==> config.mk <==
export PLATFORM = sky130hd
export DESIGN_NAME = seqwdt_top
export DESIGN_NICKNAME = d
export VERILOG_FILES = /design/src/rtl/seqwdt_pkg.sv /design/src/rtl/seqwdt_kick.sv /design/src/rtl/seqwdt_timer.sv /design/src/rtl/seqwdt_irq.sv /design/src/rtl/seqwdt_top.sv
export SDC_FILE = /design/constraint.sdc
export NUM_CORES = 1
export LEC_CHECK = 0
export BUFFER_PORTS_ARGS = -buffer_cell sky130_fd_sc_hd__buf_2
export CAP_MARGIN = 10
export CELL_PAD_IN_SITES_DETAIL_PLACEMENT = 1
export CELL_PAD_IN_SITES_GLOBAL_PLACEMENT = 2
export CORE_MARGIN = 10
export CORE_UTILIZATION = 37
export CTS_BUF_LIST = sky130_fd_sc_hd__clkbuf_4 sky130_fd_sc_hd__clkbuf_8 sky130_fd_sc_hd__clkbuf_16
export DETAILED_ROUTE_END_ITERATION = 8
export PLACE_DENSITY = 0.84
export RECOVER_POWER = 25
export SLEW_MARGIN = 20
export SYNTH_ARGS = -nofsm -noshare
export SYNTH_HDL_FRONTEND = slang
export SYNTH_SLANG_ARGS = --single-unit
==> constraint.sdc <==
create_clock -name clk_i -period 3.2 [get_ports clk_i]
set_input_delay 0.16 -clock clk_i [delete_from_list [all_inputs] [get_ports clk_i]]
set_output_delay 0.16 -clock clk_i [all_outputs]
set_load 0.02 [all_outputs]
==> src/rtl/seqwdt_pkg.sv <==
package seqwdt_pkg;

    localparam int DW = 8;
    localparam int AW = 2;

    typedef enum logic [AW-1:0] {
        REG_CTRL = 2'd0,
        REG_STAT = 2'd1,
        REG_MASK = 2'd2,
        REG_NONE = 2'd3
    } reg_sel_e;

    typedef struct packed {
        logic [3:0] spare;
        logic       kick_b;
        logic       kick_a;
        logic [1:0] mode;
    } ctrl_t;

    localparam logic [1:0] MODE_WDT = 2'b11;

    typedef enum logic {
        KS_IDLE = 1'b0,
        KS_HALF = 1'b1
    } kick_st_e;

    typedef enum logic [1:0] {
        KW_OTHER  = 2'd0,
        KW_FIRST  = 2'd1,
        KW_SECOND = 2'd2
    } kick_word_e;

    function automatic kick_word_e classify_kick(input logic a, input logic b);
        if (a && !b)      return KW_FIRST;
        else if (!a && b) return KW_SECOND;
        else              return KW_OTHER;
    endfunction

endpackage

==> src/rtl/seqwdt_kick.sv <==
module seqwdt_kick
    import seqwdt_pkg::*;
(
    input  logic clk_i,
    input  logic rst_i,
    input  logic armed_i,
    input  logic ctrl_wr_i,
    input  logic kick_a_i,
    input  logic kick_b_i,
    output logic restart_o
);

    kick_st_e   st_q;
    kick_word_e word;

    assign word      = classify_kick(kick_a_i, kick_b_i);
    assign restart_o = armed_i && ctrl_wr_i && (st_q == KS_HALF) && (word == KW_SECOND);

    always_ff @(posedge clk_i) begin
        if (rst_i || !armed_i) begin
            st_q <= KS_IDLE;
        end else if (ctrl_wr_i) begin
            st_q <= (word == KW_FIRST) ? KS_HALF : KS_IDLE;
        end
    end

endmodule

==> src/rtl/seqwdt_timer.sv <==
module seqwdt_timer #(
    parameter int DIV    = 100000,
    parameter int PERIOD = 128
) (
    input  logic clk_i,
    input  logic rst_i,
    input  logic arm_req_i,
    input  logic disarm_req_i,
    input  logic restart_i,
    output logic armed_o,
    output logic fire_o,
    output logic pulse_o
);

    localparam int PW = (DIV > 1) ? $clog2(DIV) : 1;
    localparam int CW = (PERIOD > 1) ? $clog2(PERIOD) : 1;
    localparam logic [PW-1:0] PRE_LAST = PW'(DIV - 1);
    localparam logic [CW-1:0] CNT_LAST = CW'(PERIOD - 1);

    logic [PW-1:0] pre_q;
    logic [CW-1:0] cnt_q;
    logic          armed_q;
    logic          pulse_q;
    logic          start;
    logic          tick;

    assign start  = (!armed_q && arm_req_i) || restart_i;
    assign tick   = armed_q && (pre_q == PRE_LAST);
    assign fire_o = tick && (cnt_q == CNT_LAST) && !disarm_req_i && !start;

    always_ff @(posedge clk_i) begin
        if (rst_i) begin
            armed_q <= 1'b0;
            pre_q   <= '0;
            cnt_q   <= '0;
            pulse_q <= 1'b0;
        end else begin
            pulse_q <= fire_o;
            if (disarm_req_i) begin
                armed_q <= 1'b0;
                pre_q   <= '0;
                cnt_q   <= '0;
            end else if (start) begin
                armed_q <= 1'b1;
                pre_q   <= '0;
                cnt_q   <= '0;
            end else if (armed_q) begin
                if (tick) begin
                    pre_q <= '0;
                    if (cnt_q == CNT_LAST) begin
                        armed_q <= 1'b0;
                        cnt_q   <= '0;
                    end else begin
                        cnt_q <= cnt_q + 1'b1;
                    end
                end else begin
                    pre_q <= pre_q + 1'b1;
                end
            end
        end
    end

    assign armed_o = armed_q;
    assign pulse_o = pulse_q;

endmodule

==> src/rtl/seqwdt_irq.sv <==
module seqwdt_irq #(
    parameter int NSRC = 4
) (
    input  logic            clk_i,
    input  logic            rst_i,
    input  logic [NSRC-1:0] set_i,
    input  logic [NSRC-1:0] mask_i,
    input  logic            rd_clr_i,
    output logic [NSRC-1:0] visible_o,
    output logic [NSRC-1:0] pend_o,
    output logic            irq_o
);

    logic [NSRC-1:0] pend_q;
    logic [NSRC-1:0] clr;

    assign visible_o = pend_q & ~mask_i;
    assign clr       = rd_clr_i ? visible_o : '0;
    assign irq_o     = |visible_o;
    assign pend_o    = pend_q;

    always_ff @(posedge clk_i) begin
        if (rst_i) pend_q <= '0;
        else       pend_q <= (pend_q & ~clr) | set_i;
    end

endmodule

==> src/rtl/seqwdt_top.sv <==
module seqwdt_top
    import seqwdt_pkg::*;
#(
    parameter int CLK_KHZ   = 100000,
    parameter int PERIOD_MS = 128,
    parameter int NSRC      = 4
) (
    input  logic            clk_i,
    input  logic            rst_i,
    input  logic            reg_wr_i,
    input  logic            reg_rd_i,
    input  logic [AW-1:0]   reg_addr_i,
    input  logic [DW-1:0]   reg_wdata_i,
    output logic [DW-1:0]   reg_rdata_o,
    input  logic [NSRC-2:0] evt_i,
    output logic            irq_o,
    output logic            wdt_rst_o
);

    reg_sel_e        sel;
    ctrl_t           ctrl_q;
    ctrl_t           wr_ctrl;
    logic [DW-1:0]   mask_q;
    logic [DW-1:0]   rdata_q;
    logic [DW-1:0]   rd_mux;
    logic            ctrl_wr;
    logic            mask_wr;
    logic            stat_rd;
    logic            armed;
    logic            restart;
    logic            fire;
    logic [NSRC-1:0] visible;
    logic [NSRC-1:0] pend;

    assign sel     = reg_sel_e'(reg_addr_i);
    assign wr_ctrl = ctrl_t'(reg_wdata_i);
    assign ctrl_wr = reg_wr_i && (sel == REG_CTRL);
    assign mask_wr = reg_wr_i && (sel == REG_MASK);
    assign stat_rd = reg_rd_i && (sel == REG_STAT);

    seqwdt_kick u_kick (
        .clk_i     (clk_i),
        .rst_i     (rst_i),
        .armed_i   (armed),
        .ctrl_wr_i (ctrl_wr),
        .kick_a_i  (wr_ctrl.kick_a),
        .kick_b_i  (wr_ctrl.kick_b),
        .restart_o (restart)
    );

    seqwdt_timer #(.DIV(CLK_KHZ), .PERIOD(PERIOD_MS)) u_timer (
        .clk_i        (clk_i),
        .rst_i        (rst_i),
        .arm_req_i    (ctrl_wr && (wr_ctrl.mode == MODE_WDT)),
        .disarm_req_i (ctrl_wr && (wr_ctrl.mode != MODE_WDT)),
        .restart_i    (restart),
        .armed_o      (armed),
        .fire_o       (fire),
        .pulse_o      (wdt_rst_o)
    );

    seqwdt_irq #(.NSRC(NSRC)) u_irq (
        .clk_i     (clk_i),
        .rst_i     (rst_i),
        .set_i     ({evt_i, fire}),
        .mask_i    (mask_q[NSRC-1:0]),
        .rd_clr_i  (stat_rd),
        .visible_o (visible),
        .pend_o    (pend),
        .irq_o     (irq_o)
    );

    always_comb begin
        rd_mux = '0;
        unique case (sel)
            REG_CTRL: rd_mux = ctrl_q;
            REG_STAT: rd_mux[NSRC-1:0] = visible;
            REG_MASK: rd_mux = mask_q;
            default:  rd_mux = '0;
        endcase
    end

    always_ff @(posedge clk_i) begin
        if (rst_i) begin
            ctrl_q  <= '0;
            mask_q  <= '1;
            rdata_q <= '0;
        end else begin
            if (ctrl_wr) ctrl_q <= wr_ctrl;
            if (mask_wr) mask_q <= reg_wdata_i;
            if (reg_rd_i) rdata_q <= rd_mux;
        end
    end

    assign reg_rdata_o = rdata_q;

endmodule

==> results.tsv <==
metric	value	unit
maximum vdd ir drop	0.1510	mV
number of synthesized flops with an enable pin	0	
number of levels the H-tree was split into	2	
part of the total power dissipated in sequential elements	0.594	
Lkg Pwr	1.003	nW
kind of critical path	flip-flop to flip-flop	
wire length of the first global-routing pass	10980	microns
Clock Tree Root	sky130_fd_sc_hd__clkbuf_8	
worst-skew pair later-pin latency	0.30	ns
status	complete, no violations	
design internal power	0.9076	mW
Syn Inst Count	310	
dominant combinational cell family by area after synthesis	simple AND/OR/NAND/NOR gates	
final total negative setup slack	0	ns
count of input and output buffers	26	
register clock-pin slew on the reported worst setup and hold paths	0.10	ns
final setup violating endpoints	0	
complex-gate fraction of the synthesized area	0.1342	
Power per Cell Area	421.8	mW/mm^2
maximum number of pins on one net before global-route repair	32	
Slew Limit Headroom	0.4258	
number of warnings reported in the yosys synthesis log	0	
Max-Cap Viols	0	
arrival time at the worst endpoint	2.61	ns
Boundary Pins	27	
total nets after synthesis	329	
final weighted congestion in routability-driven placement	0.7665	
Synth Cell Area	0.002574	sq mm
WL per Instance	15.23	microns
# hold bufs at CTS	0	
die area	0.01069	sq mm
number of cells upsized or downsized after cts	0	
power share of the clock group	0.327	
detailed-route vias per instance	5.228	
Hold Worst Slack	0.07650	ns
primary flip-flop cell chosen by synthesis mapping	sky130_fd_sc_hd__dfxtp_1	
clock skew	0.007801	ns
number of pins exceeding their max-slew limit in the final report	0	
transition time at the pin with the least slew margin	0.8614	ns
required time worst endpoint	3.41	ns
total of flip-flops plus latches after synthesis	55	
worst path setup slack after routing	0.8034	ns
highest clock rate	417.3	MHz
sequential share of the synthesized area	0.4278	
proportion of register bits with asynchronous set or reset after synthesis	0	
CP endpoint kind	flip-flop	
final wirelength	6474	microns
power spent charging and discharging nets	0.2920	mW
Final Hold Vio Count	0	
fraction of synthesized cell area in xor and xnor cells	0.04084	
combined global-route utilization of all metal layers	0.1261	
number of fill cells	856	
drc violations	0	
share of power burned in combinational logic	0.079	
post-CTS setup buffer count	0	
antenna violations before repair	0	
cell count of the worst hold path	3	
Tcrit/Tclk final	0.7489	
synthesis-to-finish area growth	10.50	%
Max Fanout on Critical Path	12	
num rows	30	
share of final-layout standard cells stronger than drive strength 1	0.09119	
floorplan core area	0.006794	sq mm
total via count in the routed design	2222	
DIE WIDTH	103.4	microns
worst reg2reg path depth	5	
sink count of the clock tree	55	
unrepaired setup endpoints after global routing	false	
clock tree buffer depth	2	
Vert. Die Dim	103.4	microns
clock buffer count from CTS	5	
Initial DRC Count	77	
ANT cells	0	
class of the tightest hold or removal check	input pin to flip-flop	
adder and majority cell fraction of the synthesized area	0.009723	
switching part of the total power	0.2434	
mux contribution to synthesized area	0.03111	
final critical delay including setup and external delays	2.397	ns
Initial Util	0.3788	
via count of the first global-routing pass	2322	
TritonCTS clock tree	yes	
Mean Syn Cell Area	8.302	sq um
nets@finish	347	
Detail Placement HPWL	4711	microns
drt pass-1 iters	4	
simple-gate share of the synthesized area	0.3136	
count of different cell masters after synthesis	40	
Post-Place Worst Slack	0.8285	ns
kind of launch point of the worst setup path	flip-flop	
remaining number of nets flagged by the antenna check after routing	0	
Remaining Overflow, GRT	0	
==> registers in the layout, summed over array words and instances, names as in the netlist <==
| register | count |
|---|---|
| u_timer.pre_q | 17 |
| ctrl_q | 8 |
| mask_q | 8 |
| reg_rdata_o | 8 |
| u_timer.cnt_q | 7 |
| u_irq.pend_o | 4 |
| u_kick.st_q | 1 |
| u_timer.armed_o | 1 |
| u_timer.pulse_o | 1 |
==> path summary, 6_finish.rpt <==
| kind | slack [ns] | to | from |
|---|---|---|---|
| worst min-delay path | 0.08 | u_irq.pend_o[3]$_SDFF_PP0_ | evt_i[2] |
| worst max register to register | 0.80 | u_timer.cnt_q[5]$_SDFFE_PP0P_ | u_timer.pre_q[0]$_SDFFE_PP0P_ |
| worst max-delay path | 0.80 | u_timer.cnt_q[5]$_SDFFE_PP0P_ | u_timer.pre_q[0]$_SDFFE_PP0P_ |
| worst min register to register | 0.47 | ctrl_q[3]$_SDFFE_PP0P_ | ctrl_q[3]$_SDFFE_PP0P_ |
==> per-layer routing <==
metal / part of all wire / up-vias / track usage
li1: - / 1146 / -
met1: 0.50 / 1056 / 0.1682
met2: 0.47 / 18 / 0.2022
met3: 0.026 / 2 / 0.01993
met4: 0.0053 / 0 / 0.04171
met5: 0 / - / 0
==> placed cells by master (no fill, tap or decap), types with 2 or more instances in the layout <==
cell type / instances
sky130_fd_sc_hd__xnor2_1: 5
sky130_fd_sc_hd__and2_1: 2
sky130_fd_sc_hd__o31ai_1: 6
sky130_fd_sc_hd__or3_1: 7
sky130_fd_sc_hd__ha_1: 2
sky130_fd_sc_hd__and3_1: 6
sky130_fd_sc_hd__inv_1: 10
sky130_fd_sc_hd__nand4_1: 8
sky130_fd_sc_hd__nor3b_1: 3
sky130_fd_sc_hd__nor2_1: 15
sky130_fd_sc_hd__nand2b_1: 7
sky130_fd_sc_hd__buf_4: 2
sky130_fd_sc_hd__mux2i_1: 8
sky130_fd_sc_hd__dfxtp_1: 55
sky130_fd_sc_hd__nor4_1: 3
sky130_fd_sc_hd__a21oi_1: 25
sky130_fd_sc_hd__nand3_1: 9
sky130_fd_sc_hd__o21ai_0: 9
sky130_fd_sc_hd__clkbuf_1: 9
sky130_fd_sc_hd__xor2_1: 7
sky130_fd_sc_hd__nor3_1: 16
sky130_fd_sc_hd__clkbuf_8: 5
sky130_fd_sc_hd__nand3b_1: 14
sky130_fd_sc_hd__nor2b_1: 2
sky130_fd_sc_hd__buf_2: 17
sky130_fd_sc_hd__or4_1: 7
sky130_fd_sc_hd__nand2_1: 43
sky130_fd_sc_hd__a211oi_1: 12
sky130_fd_sc_hd__clkbuf_4: 2
==> through the flow <==
step	area, sq um	cells	util	power, mW
after floorplan	2574	310	-	0.7907
after global placement	2766	417	0.4072	0.8243
after detailed placement	2766	417	0.4072	0.8276
after CTS	2855	425	0.4203	1.220
after global routing	2844	425	0.4186	1.266
final	2844	425	0.4186	1.200
==> critical path: stages (launching register included) <==
cell,delay (ns)
sky130_fd_sc_hd__dfxtp_1,0.38
sky130_fd_sc_hd__ha_1,0.22
sky130_fd_sc_hd__nand4_2,0.15
sky130_fd_sc_hd__or4_1,0.74
sky130_fd_sc_hd__or4_1,0.57
sky130_fd_sc_hd__a211oi_1,0.25
==> power groups by stage <==
stage          combinational (mW)  sequential [mW]  clock (mW)
3_5_place_dp               0.0982            0.729           0
6_report                   0.0948            0.713       0.392
3_3_place_gp               0.0961            0.728           0
2_1_floorplan              0.0579            0.733           0
5_1_grt                     0.107            0.717       0.443
4_1_cts                    0.0986            0.713       0.408
==> cells in the mapped netlist, types with 5 or more instances <==
cell                       number  area (sq um)
sky130_fd_sc_hd__a211oi_1      12         90.09
sky130_fd_sc_hd__a21oi_1       25         125.1
sky130_fd_sc_hd__and3_1         6         37.54
sky130_fd_sc_hd__clkbuf_1      11         41.29
sky130_fd_sc_hd__dfxtp_1       55          1101
sky130_fd_sc_hd__inv_1         10         37.54
sky130_fd_sc_hd__mux2i_1        8         80.08
sky130_fd_sc_hd__nand2_1       43         161.4
sky130_fd_sc_hd__nand2b_1       7         43.79
sky130_fd_sc_hd__nand3_1        9         45.04
sky130_fd_sc_hd__nand3b_1      14         105.1
sky130_fd_sc_hd__nand4_1        8         50.05
sky130_fd_sc_hd__nor2_1        15         56.30
sky130_fd_sc_hd__nor3_1        16         80.08
sky130_fd_sc_hd__o21ai_0        9         45.04
sky130_fd_sc_hd__o31ai_1        6         45.04
sky130_fd_sc_hd__or3_1          7         43.79
sky130_fd_sc_hd__or4_1          7         52.55
sky130_fd_sc_hd__xnor2_1        5         43.79
sky130_fd_sc_hd__xor2_1         7         61.31
==> cell families after synthesis <==
| kind of cell | count (synthesis) |
|---|---|
| muxes | 8 |
| adders and majority gates | 2 |
| DFF | 55 |
| buffers and inverters | 27 |
| xor gates and xnor gates | 12 |
| AOI/OAI and AO/OA | 57 |
| and+or+nand+nor | 149 |
==> final cells by class <==
class / count / area (sq um) / share of cell area
inverters: 10 / 37.54 / 0.01320
well taps: 96 / 120.1 / 0.04223
repair buffers: 28 / 133.9 / 0.04707
flip-flops and latches: 55 / 1101 / 0.3872
clock buffers: 7 / 83.83 / 0.02948
multi-input cells: 228 / 1363 / 0.4791
clock inverters: 1 / 5.005 / 0.001760
Note: power is estimated with default switching activity, not from simulation.
